--- src/rtl/pport_pkg.sv ---
package pport_pkg;

    localparam int unsigned DW = 8;
    localparam logic [DW-1:0] CTRL_RESET = 8'h9B;

    typedef enum logic [1:0] {
        SEL_A    = 2'd0,
        SEL_B    = 2'd1,
        SEL_C    = 2'd2,
        SEL_CTRL = 2'd3
    } sel_e;

    typedef struct packed {
        logic       is_mode;
        logic [1:0] a_mode;
        logic       a_in;
        logic       cu_in;
        logic       b_mode;
        logic       b_in;
        logic       cl_in;
    } ctrl_t;

    // bit number addressed by a single-bit port C word
    function automatic logic [2:0] bsr_index(input logic [DW-1:0] w);
        return w[3:1];
    endfunction

endpackage

--- src/rtl/pport_sync.sv ---
module pport_sync #(
    parameter int unsigned W      = 5,
    parameter int unsigned STAGES = 2
) (
    input  logic         clk,
    input  logic         rst,
    input  logic [W-1:0] d,
    output logic [W-1:0] q
);
    localparam int unsigned LAST = STAGES - 1;

    logic [STAGES-1:0][W-1:0] stg;

    always_ff @(posedge clk) begin
        if (rst) begin
            stg <= '1;
        end else begin
            stg[0] <= d;
            for (int i = 1; i < STAGES; i++) begin
                stg[i] <= stg[i-1];
            end
        end
    end

    assign q = stg[LAST];
endmodule

--- src/rtl/pport_chan.sv ---
module pport_chan #(
    parameter int unsigned DW = 8
) (
    input  logic          clk,
    input  logic          rst,
    input  logic          clr,
    input  logic          act,
    input  logic          is_out,
    input  logic          inte,
    input  logic          strb_n,
    input  logic          strb_rise,
    input  logic          host_fall,
    input  logic          host_rise,
    input  logic          data_wr,
    input  logic [DW-1:0] pin_in,
    output logic          flag,
    output logic          intr,
    output logic [DW-1:0] in_lat
);
    always_ff @(posedge clk) begin
        if (rst || clr || !act) begin
            flag   <= 1'b0;
            in_lat <= '0;
        end else if (!is_out) begin
            if (!strb_n) begin
                flag   <= 1'b1;
                in_lat <= pin_in;
            end else if (host_rise) begin
                flag <= 1'b0;
            end
        end else begin
            if (!strb_n) begin
                flag <= 1'b0;
            end else if (data_wr) begin
                flag <= 1'b1;
            end
        end
    end

    always_ff @(posedge clk) begin
        if (rst || clr || !act || !inte || host_fall) begin
            intr <= 1'b0;
        end else if (strb_rise && (is_out ? !flag : flag)) begin
            intr <= 1'b1;
        end
    end


    ibf_set_chk: assert property (@(posedge clk) disable iff (rst)
        (act && !is_out && !strb_n && !clr) |=> flag);


    obf_clear_chk: assert property (@(posedge clk) disable iff (rst)
        (act && is_out && !strb_n && !clr) |=> !flag);


    intr_host_clear_chk: assert property (@(posedge clk) disable iff (rst)
        host_fall |=> !intr);


    intr_gate_chk: assert property (@(posedge clk) disable iff (rst)
        !inte |=> !intr);
endmodule

--- src/rtl/pport_hs.sv ---
module pport_hs
    import pport_pkg::*;
#(
    parameter int unsigned SYNC_STAGES = 2
) (
    input  logic          clk,
    input  logic          rst,
    input  logic          cs_n,
    input  logic          rd_n,
    input  logic          wr_n,
    input  logic [1:0]    addr,
    input  logic [DW-1:0] din,
    output logic [DW-1:0] dout,
    output logic          dout_en,
    input  logic [DW-1:0] pa_in,
    output logic [DW-1:0] pa_out,
    output logic [DW-1:0] pa_oe,
    input  logic [DW-1:0] pb_in,
    output logic [DW-1:0] pb_out,
    output logic [DW-1:0] pb_oe,
    input  logic [DW-1:0] pc_in,
    output logic [DW-1:0] pc_out,
    output logic [DW-1:0] pc_oe
);
    localparam int unsigned NS    = 5;
    localparam int unsigned NCH   = 2;
    localparam logic [2:0]  INTE_A_BIT = 3'd4;
    localparam logic [2:0]  INTE_B_BIT = 3'd2;

    // synchronised strobes: 0 rd, 1 wr, 2 C2, 3 C4, 4 C6
    logic [NS-1:0] s_lvl, s_prev;

    pport_sync #(.W(NS), .STAGES(SYNC_STAGES)) u_sync (
        .clk (clk),
        .rst (rst),
        .d   ({pc_in[6], pc_in[4], pc_in[2], wr_n, rd_n}),
        .q   (s_lvl)
    );

    always_ff @(posedge clk) begin
        if (rst) s_prev <= '1;
        else     s_prev <= s_lvl;
    end

    logic rd_fall, rd_rise, wr_fall, wr_rise;
    logic c2_rise, c4_rise, c6_rise;
    assign rd_fall = !s_lvl[0] &&  s_prev[0];
    assign rd_rise =  s_lvl[0] && !s_prev[0];
    assign wr_fall = !s_lvl[1] &&  s_prev[1];
    assign wr_rise =  s_lvl[1] && !s_prev[1];
    assign c2_rise =  s_lvl[2] && !s_prev[2];
    assign c4_rise =  s_lvl[3] && !s_prev[3];
    assign c6_rise =  s_lvl[4] && !s_prev[4];

    ctrl_t         ctrl;
    logic [DW-1:0] pa_lat, pb_lat, pc_lat;
    logic [NCH-1:0] inte;

    logic wr_ev, mode_wr, bsr_wr;
    assign wr_ev   = wr_rise && !cs_n;
    assign mode_wr = wr_ev && (sel_e'(addr) == SEL_CTRL) &&  din[7];
    assign bsr_wr  = wr_ev && (sel_e'(addr) == SEL_CTRL) && !din[7];

    always_ff @(posedge clk) begin
        if (rst) begin
            ctrl   <= ctrl_t'(CTRL_RESET);
            pa_lat <= '0;
            pb_lat <= '0;
            pc_lat <= '0;
            inte   <= '0;
        end else if (mode_wr) begin
            ctrl   <= ctrl_t'(din);
            pa_lat <= '0;
            pb_lat <= '0;
            pc_lat <= '0;
            inte   <= '0;
        end else if (bsr_wr) begin
            pc_lat[bsr_index(din)] <= din[0];
            if (bsr_index(din) == INTE_A_BIT) inte[0] <= din[0];
            if (bsr_index(din) == INTE_B_BIT) inte[1] <= din[0];
        end else if (wr_ev) begin
            case (sel_e'(addr))
                SEL_A:   pa_lat <= din;
                SEL_B:   pb_lat <= din;
                SEL_C:   pc_lat <= din;
                default: ;
            endcase
        end
    end

    logic a_strb, b_strb;
    assign a_strb = |ctrl.a_mode;
    assign b_strb = ctrl.b_mode;

    // per-channel wiring, index 0 = port A, index 1 = port B
    logic [NCH-1:0] ch_act, ch_out, ch_strb, ch_srise, ch_sel;
    logic [NCH-1:0] ch_hfall, ch_hrise, ch_dwr, ch_flag, ch_intr;
    logic [DW-1:0]  ch_pin [NCH];
    logic [DW-1:0]  ch_lat [NCH];

    always_comb begin
        ch_act[0]   = a_strb;
        ch_out[0]   = !ctrl.a_in;
        ch_strb[0]  = ch_out[0] ? s_lvl[4] : s_lvl[3];
        ch_srise[0] = ch_out[0] ? c6_rise  : c4_rise;
        ch_sel[0]   = !cs_n && (sel_e'(addr) == SEL_A);
        ch_pin[0]   = pa_in;
        ch_act[1]   = b_strb;
        ch_out[1]   = !ctrl.b_in;
        ch_strb[1]  = s_lvl[2];
        ch_srise[1] = c2_rise;
        ch_sel[1]   = !cs_n && (sel_e'(addr) == SEL_B);
        ch_pin[1]   = pb_in;
    end

    for (genvar g = 0; g < NCH; g++) begin : g_ch
        assign ch_hfall[g] = ch_sel[g] && (ch_out[g] ? wr_fall : rd_fall);
        assign ch_hrise[g] = ch_sel[g] && rd_rise;
        assign ch_dwr[g]   = ch_sel[g] && wr_rise;

        pport_chan #(.DW(DW)) u_chan (
            .clk       (clk),
            .rst       (rst),
            .clr       (mode_wr),
            .act       (ch_act[g]),
            .is_out    (ch_out[g]),
            .inte      (inte[g]),
            .strb_n    (ch_strb[g]),
            .strb_rise (ch_srise[g]),
            .host_fall (ch_hfall[g]),
            .host_rise (ch_hrise[g]),
            .data_wr   (ch_dwr[g]),
            .pin_in    (ch_pin[g]),
            .flag      (ch_flag[g]),
            .intr      (ch_intr[g]),
            .in_lat    (ch_lat[g])
        );
    end

    assign pa_out = pa_lat;
    assign pb_out = pb_lat;
    assign pa_oe  = {DW{!ctrl.a_in}};
    assign pb_oe  = {DW{!ctrl.b_in}};

    always_comb begin
        pc_out = pc_lat;
        pc_oe  = {{4{!ctrl.cu_in}}, {4{!ctrl.cl_in}}};
        if (a_strb) begin
            pc_out[3] = ch_intr[0];
            pc_oe[3]  = 1'b1;
            if (ctrl.a_in) begin
                pc_out[5] = ch_flag[0];
                pc_oe[5]  = 1'b1;
                pc_oe[4]  = 1'b0;
            end else begin
                pc_out[7] = !ch_flag[0];
                pc_oe[7]  = 1'b1;
                pc_oe[6]  = 1'b0;
            end
        end
        if (b_strb) begin
            pc_out[0] = ch_intr[1];
            pc_oe[0]  = 1'b1;
            pc_out[1] = ctrl.b_in ? ch_flag[1] : !ch_flag[1];
            pc_oe[1]  = 1'b1;
            pc_oe[2]  = 1'b0;
        end
    end

    logic [DW-1:0] rd_val;
    always_comb begin
        case (sel_e'(addr))
            SEL_A:   rd_val = !ctrl.a_in ? pa_lat : (a_strb ? ch_lat[0] : pa_in);
            SEL_B:   rd_val = !ctrl.b_in ? pb_lat : (b_strb ? ch_lat[1] : pb_in);
            SEL_C:   rd_val = (pc_oe & pc_out) | (~pc_oe & pc_in);
            default: rd_val = DW'(ctrl);
        endcase
    end

    assign dout_en = !cs_n && !rd_n;
    assign dout    = dout_en ? rd_val : '0;


    mode_clears_chk: assert property (@(posedge clk) disable iff (rst)
        mode_wr |=> (pa_out == '0 && pb_out == '0));
endmodule

--- config.mk ---
export PLATFORM = sky130hd
export DESIGN_NAME = pport_hs
export DESIGN_NICKNAME = d
export VERILOG_FILES = /design/src/rtl/pport_pkg.sv /design/src/rtl/pport_sync.sv /design/src/rtl/pport_chan.sv /design/src/rtl/pport_hs.sv
export SDC_FILE = /design/constraint.sdc
export NUM_CORES = 1
export LEC_CHECK = 0
export CORE_UTILIZATION = 45
export CTS_BUF_LIST = sky130_fd_sc_hd__clkbuf_16
export CTS_CLUSTER_DIAMETER = 60
export DETAILED_ROUTE_END_ITERATION = 16
export GPL_TIMING_DRIVEN = 0
export PLACE_DENSITY_LB_ADDON = 0.2
export SLEW_MARGIN = 15
export SYNTH_ARGS = -nofsm -noshare
export SYNTH_HDL_FRONTEND = slang
export SYNTH_HIERARCHICAL = 1
export SYNTH_SLANG_ARGS = --single-unit
--- constraint.sdc ---
create_clock -name clk -period 2.1 [get_ports clk]
set_input_delay 0.21 -clock clk [delete_from_list [all_inputs] [get_ports clk]]
set_output_delay 0.21 -clock clk [all_outputs]
set_load 0.05 [all_outputs]
==> Word level (Yosys, flattened, before mapping) <==
Index checks and enable logic that the tools add are counted.
{ "word_totals": {"regBits": 69, "in_bits": 39, "elab_cells": 141} }
{ "op_classes": {"magnitude_cmp": 2, "bitwise_logic": 7, "n_eq_ne": 9, "reduce_logical": 64, "mux": 38} }
{ "ops": {"columns": ["op", "count"], "rows": [
  ["two-way mux 8 bit", 8],
  ["case mux 8 bit (3 select lines)", 1],
  ["logical AND 1 bit", 23],
  ["two-way mux 1 bit", 22],
  ["logical NOT 1 bit", 20],
  ["bitwise AND 8 bit", 2],
  ["AND reduction 2 bit", 7],
  ["bitwise mux 8 bit", 1],
  ["NOT 8 bit", 1],
  ["OR 8 bit", 1],
  ["logical OR 1 bit", 7],
  ["two-way mux 2 bit", 3],
  ["inequality test 3 x 2 -> 1 bit (second input constant)", 2],
  ["inequality test 3 bit (second input constant)", 2],
  ["AND reduction 3 bit", 2],
  ["two-way mux 5 bit", 1],
  ["equality test 2 bit (second input constant)", 2],
  ["less-than comparator 3 x 4 -> 1 bit (second input constant)", 1],
  ["nonzero test 2 bit", 2],
  ["OR reduction 2 bit", 2],
  ["demux 1 bit (select 3 bit)", 1],
  ["equality test 3 x 2 -> 1 bit (second input constant)", 1],
  ["equality test 3 bit (second input constant)", 1],
  ["greater-or-equal comparator 3 x 1 -> 1 bit (second input constant)", 1],
  ["other kinds (4)", 6]
]} }

==> Depth between registers and ports, before layout <==
Gate-level depths: netlist of the first run.
{ "logic_depth": {"depth_word": 9, "ltp_mapped": 10, "depth_no_buf": 7} }

==> Cells and area by module <==
The synthesis of the first run kept the hierarchy.
{ "by_module_without_submodules": {"columns": ["module", "cells_per_inst", "n_inst", "area_per_inst_um2"], "rows": [
  ["pport_hs", 353, 1, 2637.5],
  ["pport_chan", 42, 2, 421.7],
  ["pport_sync", 25, 1, 300.3]
]} }

==> Worst setup path before layout of the first run <==
No wires, ideal clock.
{ "synth_path": {"path_kind": "flip-flop to output port", "start": "register ctrl, in the netlist b_strb", "end": "output dout[2]", "path_slack_ns": -0.517, "stages_incl_launch_ff": 6, "arrival_ns": 2.407, "path_buffers": 1, "required_ns": 1.890, "path_cell_list": "dfxtp_1 > clkbuf_1 > nor2_1 > mux2_2 > o21ai_0 > a31oi_1"} }
{ "synth_via": {"elab_chain_cells": 6, "elab_cells_between_ends": 9, "cone_classes": "mux (5); bitwise (4)"} }
{ "synth_rtl": {"columns": ["item", "line", "text"], "rows": [
  ["from (decl)", "pport_hs.sv:55", "ctrl_t ctrl;"],
  ["from (signal assigned)", "pport_hs.sv:66", "ctrl <= ctrl_t'(CTRL_RESET);"],
  ["from (signal assigned)", "pport_hs.sv:72", "ctrl <= ctrl_t'(din);"],
  ["two-way mux 3 bit *", "pport_hs.sv:161", "if (b_strb) begin"],
  ["net pc_oe[2]", "pport_hs.sv:23", "output logic [DW-1:0] pc_oe"],
  ["NOT 8 bit", "pport_hs.sv:175", "SEL_C: rd_val = (pc_oe & pc_out) | (~pc_oe & pc_in);"],
  ["bitwise AND 8 bit", "pport_hs.sv:175", null],
  ["OR 8 bit *", "pport_hs.sv:175", null],
  ["case mux 8 bit (3 select lines) *", "pport_hs.sv:172", "case (sel_e'(addr))"],
  ["two-way mux 8 bit *", "pport_hs.sv:181", "assign dout = dout_en ? rd_val : '0;"],
  ["to (decl)", "pport_hs.sv:13", "output logic [DW-1:0] dout,"]
]} }
The timed path passes the listed nets; every way through them passes the cells marked *.

==> Worst setup path in the final report of the first run <==
{ "layout_path": {"start": "register ctrl, in the netlist b_strb", "end": "output dout[4]"} }
{ "layout_via": {"elab_chain_cells": 4} }
{ "layout_rtl": {"columns": ["item", "line", "text"], "rows": [
  ["two-way mux 8 bit (2 in a row)", "pport_hs.sv:174", "SEL_B: rd_val = !ctrl.b_in ? pb_lat : (b_strb ? ch_lat[1] : pb_in);"],
  ["case mux 8 bit (3 select lines)", "pport_hs.sv:172", null],
  ["two-way mux 8 bit", "pport_hs.sv:181", null]
]} }
Every way passes these cells.

==> results of run 1 <==
synth_stat cells (3+ instances only):
| cell type | n | share of area (%) |
|---|---|---|
| a211oi_1 | 4 | 0.79 |
| a21oi_1 | 35 | 4.6 |
| a31o_2 | 3 | 0.70 |
| a31oi_1 | 7 | 1.2 |
| buf_2 | 6 | 0.79 |
| buf_4 | 23 | 4.6 |
| clkbuf_1 | 20 | 2.0 |
| dfxtp_1 | 69 | 37 |
| ha_1 | 6 | 2.0 |
| inv_1 | 11 | 1.1 |
| mux2_2 | 6 | 1.8 |
| mux2i_1 | 38 | 10 |
| nand2_1 | 63 | 6.3 |
| nand2b_1 | 4 | 0.66 |
| nand3_1 | 3 | 0.40 |
| nor2_1 | 39 | 3.9 |
| nor2b_1 | 11 | 1.8 |
| nor3_1 | 5 | 0.66 |
| nor4_1 | 3 | 0.50 |
| o211ai_1 | 8 | 1.6 |
| o21a_1 | 3 | 0.60 |
| o21ai_0 | 24 | 3.2 |
| o21ai_1 | 3 | 0.40 |
| o221ai_1 | 3 | 0.70 |
| o22ai_1 | 3 | 0.50 |
| or2_1 | 11 | 1.8 |
| or2_2 | 6 | 0.99 |
registers in the layout, summed over array words and instances (netlist names):
| register | flops |
|---|---|
| s_prev | 5 |
| g_ch.u_chan/in_lat | 16 |
| pc_lat | 8 |
| ctrl | 7 |
| inte | 2 |
| pb_out | 8 |
| u_sync/stg | 5 |
| g_ch.u_chan/flag | 2 |
| b_strb | 1 |
| pa_out | 8 |
| g_ch.u_chan/intr | 2 |
| u_sync/q | 5 |
per-layer routing:
layer	global-route usage, %	vias up	routed length (µm)
li1	-	1803	-
met1	34.9	1731	5030
met2	44.3	203	5400
met3	5.10	18	1040
met4	10.8	0	195
met5	0	-	0
layout make-up:
cell class	instances	share of cell area [%]
multi-input combinational	328	40.9
sequential	69	26.1
timing repair buffer	100	18.3
buffer	48	6.40
clock buffer	9	4.24
tap	105	2.47
inverter	14	1.13
clock inverter	6	0.424
worst min-delay path: stages:
cell      delay [ps]
clkbuf_1         230
nand2_1          120
a21oi_1           60
final timing paths:
path | endpoint | depth (start not counted)
worst max-delay path | dout[4] | 6
worst min-delay path | pb_out[1] | 3
worst max register to register | g_ch[0].u_chan/flag | 7
worst min register to register | u_sync/q[0] | 1
cell families after synthesis:
kind of cell / after synthesis / synth area share, %
flops: 69 / 36.5
xor+xnor: 3 / 0.695
mux: 44 / 11.8
fa+ha+maj: 6 / 1.99
buf+inv: 65 / 8.93
simple gates: 166 / 22.1
compound gates: 109 / 17.9
report_power, final:
part | internal [mW] | switching, mW | total (mW) | leakage (nW)
Combinational | 0.168 | 0.219 | 0.387 | 1.53
Sequential | 1.32 | 0.00602 | 1.33 | 0.560
Clock | 0.766 | 0.516 | 1.28 | 0.124
Total | 2.26 | 0.741 | 3.00 | 2.21
repair_timing:
action,in CTS,in global routing
hold endpoints to repair,0,0
gates resized for setup,125,16
pin swaps,2,4
setup endpoints to repair,47,33
buffers inserted,2,6
==> impl_results.md, run 1 <==
- Critical R2R Launch: u_sync/q[1]
- Critical path's top delay family: compound AO/OA/AOI/OAI gates
- Post-layout nets: 615
- Ys async rst share: 0%
- Vias: 3755
- H-tree depth: 3
- Post-DR wirelength/cell: 17.2 µm
- CP cell instances: buf_8 -> mux2_4 -> a221oi_4 -> a211oi_2 -> a21o_1 -> buf_6
- Largest net degree at the start of global routing: 15
- Final Hold Viols: 0
- Period utilization: between 90 and 100%
- Area post-placement: 0.00489 mm²
- CTS tree: built
- Crit path launch type: flip-flop
- Share of layout cells above drive strength 1: approximately 21%
- Clock Pin Slew Worst Setup and Hold Paths: about 50 ps
- # rows: 33
- Clock Root Buffer: clkbuf_16
- Layout area overhead: 40.6%
- Syn. warnings: 6
- Final worst-path setup slack: 25.4 ps
- Final non-filler cell area: 0.00532 mm²
- First-pass DRT Iterations: 5
- Hold Path Class: primary input to flip-flop
- Boundary Pins: between 90 and 100
- Post-Place Cells: 659
- Register bit total from synthesis: 69
- Via-to-Cell Ratio: 5.53
- Final core occ: 65.0%
- Non-Filler Instances: 679
- Pwr Total: 3.00 mW
- Diodes inserted: 0
- Most frequent cells in the layout: dfxtp_1, nand2_1, clkdlybuf4s50_1
- Final hold slack: around 350 ps
- CTS max path bufs: 2
- CTS Sinks: approximately 70
- R2R setup slack: around 190 ps
- Post-synth EDFFs: 0
- Initial antenna violation count: 0
- Clock Skews: 6.36 ps
- Inserted Clock Buffers: 9
- Routed wire length: 11700 µm
- Hold_buf cts: 0
- Max-slew violation count: 0
- Syn avg cell area: 8.18 µm²
- Post-Syn Instances: 462
- Post-Syn Area: 0.00378 mm²
- Primary FF master, synth: dfxtp_1
- Area occupied by multi-input gates: 0.00217 mm²
- RSZ-0062 raised after global routing: yes
- DP Worst Slack: -1000 ps
- First-pass GRT wire length: 17900 µm
- Slowest library cell on the worst path: dfxtp_2
- Overflow after GRT: 0
- Die area: around 0.0088 mm²
- Seq/Total Area, Yosys: 36.5%
- Initial Util: 46.3%
- Clock Latency Late Sink: 330 ps
- Fin Setup TNS: 0 ps
- Post-layout minimum cycle time: 2070 ps
- GRT Total Usage: 27.0%
- Required @ worst endpoint: 1890 ps
- Register area: 0.00139 mm²
- FMAX: 482 MHz
- DRT iter0 DRCs: 404
- Commonest non-fill, non-tap cell in the layout: dfxtp_1
- Slew Limit Headroom: 59.3%
- Setup Viol. Count Final: 0
- Crit Path Max Fanout: 7
- Worst Path Arrival: 1860 ps
- Leakage: 2.21 nW
- Number of global-route vias before repair: 3539
- GP Congestion: 0.877
- Worst Min Path Start: din[1]
- Core ar.: 0.00818 mm²
- Crit path largest cell delay: 350 ps
- Power per cell area: around 560 mW/mm²
- Filler Cells Inserted: 717
- Die W: roughly 94 µm
- Mapped Nets: about 510
- Status: completed
- Number of I/O port buffers: roughly 90
- Tightest Pin Transition: 610 ps
- Die Y: 93.7 µm
- Number of max-cap violations: 0
- WS Path Type: flip-flop to primary output
- CP Capture Type: primary output
- WP buf/inv: 2
- Max VDD drop: 0.379 mV
- Remaining DRCs: 0
- Post-DP HPWL: between 8000 and 9000 µm
- CP startpoint: b_strb
- ANT nets after route: 0
- Synth cell types: 60
(Power assumes the default switching activity.)
==> inputs of run 2 (changes only) <==
- CORE_UTILIZATION: 45 -> 44
- SYNTH_HIERARCHICAL: 1 -> default
==> run 2 against run 1 <==
Net effect: the run now ends with negative setup slack left; global-route usage grew 0.56 points; non-clock buffer count shrank 2; setup slack lost 95 ps; register-to-register slack lost 140 ps; clock-buffer cell count is the same; critical path type unchanged; critical endpoint is now dout[2]; largest power group is now the clock network; highest routed layer unchanged.
==> impl_results.md, run 2 <==
- Status: finished with violations
- Violated checks: negative setup slack
- RSZ-0062 raised after global routing: yes
- DRT iter0 DRCs: 236 (-42%)
- GP Congestion: 0.937 (+6.8%)
- ANT nets after route: 0 (unchanged)
- Largest net degree at the start of global routing: 15 (unchanged)
- Worst reg2reg path depth: 8 (+1)
- # rows: 33 (unchanged)
- CTS max path bufs: 2 (unchanged)
- Max-slew violation count: 0 (unchanged)
- Clock Latency Late Sink: 340 ps (about the same)
- Crit Path Max Fanout: 7 (unchanged)
- Final hold slack: 286 ps (-59.0 ps)
- WS Path Type: flip-flop to primary output
- H-tree depth: 3 (unchanged)
- Ys async rst share: 0% (unchanged)
- Die Y: 93.8 µm (+0.19%)
- Post-Syn Area: 0.00371 mm² (-1.9%)
- Post-synth EDFFs: 0 (unchanged)
- Hold path depth: 3 (unchanged)
- Final worst-path setup slack: -69.2 ps (-94.6 ps)
- Number of I/O port buffers: 94 (+2.2%)
- CP Capture Type: primary output
- Primary FF master, synth: dfxtp_1
- Routed wire length: 11900 µm (+2.4%)
- Post-layout nets: 598 (-2.8%)
- Final non-filler cell area: 0.00534 mm² (+0.47%)
- Inserted Clock Buffers: 9 (unchanged)
- Synth area leaders: dfxtp_1, mux2i_1, nor2_1, o21ai_0, nand2_1
- Number of global-route vias before repair: 3373 (-4.7%)
- Most common cell in the netlist: dfxtp_1
- Most frequent cells in the layout: dfxtp_1, clkdlybuf4s50_1, nor2_1
- Die area: 0.00881 mm² (+0.37%)
- Max VDD drop: 0.341 mV (-9.9%)
- Slew Limit Headroom: 58.1% (-1.2 points)
- Syn. warnings: 0 (-6)
- GRT Total Usage: 27.6% (+0.56 points)
- CTS tree: built
- CTS Sinks: 69 (unchanged)
- Final Hold Viols: 0 (unchanged)
- Post-layout minimum cycle time: 2170 ps (+94.6 ps)
- First-pass DRT Iterations: 4 (-1)
- Hold Path Class: primary input to flip-flop
- Leakage: 2.15 nW (-2.6%)
- Core ar.: 0.00818 mm² (unchanged)
- Layout area overhead: 43.9%
- Area post-placement: 0.00486 mm² (-0.61%)
- Clock Root Buffer: clkbuf_16
- Final core occ: 65.3% (+0.31 points)
- Clock Skews: 5.96 ps (-0.398 ps)
- Initial antenna violation count: 0 (unchanged)
- Seq/Total Area, Yosys: 37.2% (+0.69 points)
- Max reg flops: 16 (unchanged)
- Post-DP HPWL: 8630 µm (+1.7%)
- Via-to-Cell Ratio: 5.71 (+3.3%)
- First-pass GRT wire length: 18000 µm (+0.39%)
- Commonest cells post-synth: dfxtp_1, nor2_1, nand2_1, mux2i_1, o21ai_0
- Boundary Pins: 96 (unchanged)
- Post-Syn Instances: 448 (-3.0%)
- Worst Path Arrival: 1960 ps (+100 ps)
- Period utilization: 103% (+4.5 points)
- Overflow after GRT: 0 (unchanged)
- FMAX: 461 MHz (-4.4%)
- Biggest register: g_ch.u_chan.in_lat
- Register area: 0.00140 mm² (+0.63%)
- Post-DR wirelength/cell: 17.9 µm (+4.4%)
- Filler Cells Inserted: 700 (-2.4%)
- Fin Setup TNS: -136 ps (-136 ps)
- Die W: 93.8 µm (+0.19%)
- Mapped Nets: 490 (-3.4%)
- Top-area cell type share of the netlist area: 37.2% (+0.69 points)
- Required @ worst endpoint: 1890 ps (about the same)
- Remaining DRCs: 0 (unchanged)
- Crit path launch type: flip-flop
- Register bit total from synthesis: 69 (unchanged)
- Power per cell area: 621 mW/mm² (+10%)
- Biggest area consumer among synthesized cells: dfxtp_1
- Synth cell types: 57 (-5.0%)
- Tightest Pin Transition: 625 ps (+15.3 ps)
- Clock Pin Slew Worst Setup and Hold Paths: 60 ps (about the same)
- Syn avg cell area: 8.28 µm² (+1.2%)
- Diodes inserted: 0 (unchanged)
- Area occupied by multi-input gates: 0.00212 mm² (-2.5%)
- Initial Util: 45.4% (-0.86 points)
- Setup Viol. Count Final: 2 (+2)
- Vias: 3803 (+1.3%)
- Number of max-cap violations: 0 (unchanged)
- Share of layout cells above drive strength 1: 24.8% (+3.3 points)
[run 2: cell count changes after synthesis, sizes merged, moves of 6 or more]
cell and delta:
nand2 -21, a21oi -11, nor2b -9, nand3 +8, nor2 +8, nor3 +8, o211ai -6, o21ai +6
[run 2: kinds of logic after synthesis]
logic type / share of synthesized area [%]
simple gates: 22.8
compound gates: 17.2
flops: 37.2
buf+inv: 9.24
mux: 12.3
fa+ha+maj: 1.01
xor+xnor: 0.236
[run 2: worst paths after layout]
| kind | start | endpoint | slack [ps] |
|---|---|---|---|
| setup reg to reg | u_sync.q[1] | pb_out[4] | 50 |
| hold / removal | din[3] | pc_lat[3] | 290 |
| setup / recovery | ctrl[5] | dout[2] | -70 |
| hold reg to reg | u_sync.stg[4] | u_sync.q[4] | 410 |
[run 2: per-layer routing]
metal / share of wire (%) / routed length [µm] / GRT usage (%) / up-vias
met5: 0 / 0 / 0 / -
met4: 2.6 / 308 / 12.2 / 0
met3: 7.4 / 881 / 4.77 / 22
met2: 47 / 5600 / 43.5 / 185
met1: 43 / 5160 / 36.7 / 1822
li1: - / - / - / 1774
[run 2: area by class of cell]
class,count,share of cell area [%]
multi-input combinational,318,39.7
clock inverter,7,1.69
timing repair inverter,1,0.141
inverter,11,0.867
tap,105,2.46
sequential,69,26.1
buffer,45,6.21
clock buffer,9,4.22
timing repair buffer,101,18.6
[run 2: timing repair]
action | in CTS | in global routing
pin swaps | 2 | 9
setup endpoints to repair | 39 | 51
hold buffers | 0 | 0
buffers inserted | 0 | 7
hold endpoints to repair | 0 | 0
resized for setup | 113 | 38
gates cloned | 0 | 1
[run 2: through the flow]
| stage | power [mW] | setup WS, ps | instances |
|---|---|---|---|
| global placement | 1.72 | -987 | 647 |
| global route | 3.41 | -112 | 666 |
| CTS | 3.32 | -68.7 | 658 |
| finish | 3.32 | -69.2 | 666 |
| detailed placement | 1.72 | -1030 | 647 |
| floorplan | 1.56 | -120 | 448 |
[run 2: worst max-delay path, stage by stage (launching register included)]
cell     delay [ps]
dfxtp_4         370
nor2_4          130
buf_8           120
buf_6           120
nand2_2          40
a311o_1         400
a31oi_2         250
buf_6           190
[run 2: power breakdown]
group	switching, mW	internal, mW
clock	0.574	1.03
combinational	0.214	0.168
sequential	0.0109	1.32
total	0.798	2.52
==> inputs of run 3 (changes only) <==
- CTS_CLUSTER_DIAMETER: 60 -> 30
- GPL_TIMING_DRIVEN: 0 -> default
- SLEW_MARGIN: 15 -> default
==> run 3 against run 2 <==
Net effect: the flow finishes with violations (design-rule violations); sequential cell count unchanged; routed wire length increased by 0.49%; clock power decreased by 9%; critical path depth decreased by 2; clock skew decreased by 0.99 ps; fmax increased by 4.6%; core utilization increased by 0.83 points; global-route usage increased by 0.21 points; combinational power increased by 8.9%; cell count decreased by 0.75%; largest cell class unchanged; highest routed layer unchanged.
==> impl_results.md, run 3 (synthesized netlist as in run 2, its figures left out) <==
- Initial antenna violation count: 0 (unchanged)
- Max reg flops: 16 (unchanged)
- Hold_buf cts: 0 (unchanged)
- Hold Path Class: flip-flop to flip-flop
- First-pass GRT wire length: 18300 µm (+2.0%)
- CTS Sinks: 69 (unchanged)
- Clock Pin Slew Worst Setup and Hold Paths: 60 ps (about the same)
- Overflow after GRT: 0 (unchanged)
- H-tree depth: 3 (unchanged)
- Status: finished with violations
- Die Y: 93.8 µm (unchanged)
- Most frequent cells in the layout: dfxtp_1, buf_4, clkdlybuf4s50_1
- CP Capture Type: primary output
- Post-layout minimum cycle time: 2070 ps (-94.9 ps)
- Post-layout nets: 593 (-0.84%)
- Final Hold Viols: 0 (unchanged)
- Leakage: 2.15 nW (+0.11%)
- CTS tree: built
- WP buf/inv: 1 (-2)
- Crit path largest cell delay: 400 ps (about the same)
- GRT Total Usage: 27.8% (+0.21 points)
- Number of global-route vias before repair: 3650 (+8.2%)
- Worst Path Arrival: 1860 ps (-100 ps)
- Sequential power share: 41.5% (+1.4 points)
- Filler Cells Inserted: 674 (-3.7%)
- Required @ worst endpoint: 1890 ps (about the same)
- Clock Latency Late Sink: 330 ps (about the same)
- Combinational group share of total power: 13.0% (+1.5 points)
- Die W: 93.8 µm (unchanged)
- Non-Filler Instances: 661 (-0.75%)
- Inserted Clock Buffers: 9 (unchanged)
- First-pass DRT Iterations: 11 (+7)
- Post-Place Cells: 639 (-1.2%)
- Layout area overhead: 45.7%
- Final core occ: 66.1% (+0.83 points)
- Boundary Pins: 96 (unchanged)
- Largest net degree at the start of global routing: 23 (+8)
- Remaining DRCs: 2 (+2)
- RSZ-0062 raised after global routing: yes
- Crit path launch type: flip-flop
- Post-DR wirelength/cell: 18.2 µm (+1.3%)
- Routed wire length: 12000 µm (+0.49%)
- CP cell instances: or2_4 -> nand2_1 -> a311o_1 -> a311oi_2 -> clkbuf_16
- GP Congestion: 0.926 (-1.1%)
- Sw Ratio: 24.4% (+0.34 points)
- Max VDD drop: 0.490 mV (+44%)
- Clock Root Buffer: clkbuf_16
- Vias: 3771 (-0.84%)
- # rows: 33 (unchanged)
- P_int: 2.42 mW (-3.9%)
- Core ar.: 0.00818 mm² (unchanged)
- WS Path Type: flip-flop to primary output
- Critical path's top delay family: compound AO/OA/AOI/OAI gates
- Switch Pwr: 782 µW (-2.1%)
- Max-slew violation count: 0 (unchanged)
- Period utilization: 98.8% (-4.5 points)
- Clock share of power: 45.5% (-2.9 points)
- Die area: 0.00881 mm² (unchanged)
- Number of max-cap violations: 0 (unchanged)
- Post-DP HPWL: 8920 µm (+3.3%)
- Clock Skews: 4.97 ps (-0.992 ps)
- DRT iter0 DRCs: 303 (+28%)
- Violated checks: design-rule violations
- FMAX: 482 MHz (+4.6%)
- Slew Limit Headroom: 63.7% (+5.6 points)
- Setup Viol. Count Final: 0 (-2)
- Crit Path Max Fanout: 7 (unchanged)
- Fin Setup TNS: 0 ps (+136 ps)
- Initial Util: 45.4% (unchanged)
- CTS max path bufs: 2 (unchanged)
- Via-to-Cell Ratio: 5.70 (about the same)
- Tightest Pin Transition: 544 ps (-81.2 ps)
- Biggest register: g_ch.u_chan.in_lat
- Share of layout cells above drive strength 1: 27.2% (+2.4 points)
- Number of I/O port buffers: 95 (+1.1%)
- Pwr Total: 3.20 mW (-3.4%)
- ANT nets after route: 0 (unchanged)
- Slowest library cell on the worst path: dfxtp_4
- Power per cell area: 593 mW/mm² (-4.6%)
- Diodes inserted: 0 (unchanged)
-- run 3: per-stage QoR --
stage / hold slack [ps] / setup WS (ps) / cell area [µm²]
global route: 422 / -34.8 / 5410
CTS: 411 / -30.7 / 5350
finish: 411 / 25.7 / 5410
global placement: 395 / 7.67 / 5030
detailed placement: 398 / -25.2 / 5030
floorplan: 314 / -120 / 3780
-- run 3: cell type report --
| type | count | area (µm²) | share of cell area (%) |
|---|---|---|---|
| clock buffers | 9 | 225 | 4.16 |
| multi-input cells | 318 | 2090 | 38.7 |
| repair buffers | 142 | 1470 | 27.1 |
| clock inverters | 7 | 57.6 | 1.06 |
| inverters | 11 | 42.5 | 0.787 |
| flip-flops and latches | 69 | 1400 | 25.8 |
| well taps | 105 | 131 | 2.43 |
-- run 3: final timing paths --
kind	from	endpoint	slack, ps	cells past startpoint
hold reg to reg	u_sync.stg[2]	u_sync.q[2]	410	1
setup / recovery	ctrl[6]	dout[1]	30	5
setup reg to reg	u_sync.q[1]	ctrl[1]	320	6
hold / removal	u_sync.stg[2]	u_sync.q[2]	410	1
-- run 3: power by group through the flow --
stage	registers, mW	clock network, mW	logic (mW)
2_1_floorplan	1.36	0	0.199
3_3_place_gp	1.36	0	0.402
3_5_place_dp	1.36	0	0.406
4_1_cts	1.33	1.46	0.408
5_1_grt	1.33	1.52	0.438
6_report	1.33	1.46	0.416
-- run 3: per-layer routing --
| layer | vias up | share of wire, % | global-route usage (%) | wire, µm |
|---|---|---|---|---|
| li1 | 1762 | - | - | - |
| met1 | 1796 | 41 | 33.9 | 4900 |
| met2 | 176 | 48 | 45.7 | 5790 |
| met3 | 37 | 8.1 | 7.69 | 974 |
| met4 | 0 | 2.8 | 11.8 | 337 |
| met5 | - | 0 | 0 | 0 |
-- run 3: timing repair --
item | 4_1_cts | 5_1_grt
pin swaps | 2 | 7
endpoints found under the setup margin | 8 | 8
gates resized for setup | 10 | 12
setup buffers | 4 | 2
-- run 3: worst reg2reg max path, delay by kind of cell, from the launching register on --
kind	cells	cell delay (ps)
flip-flops	1	450
AO/OA/AOI/OAI	1	280
AND/OR/NAND/NOR	3	590
buffers and inverters	2	350
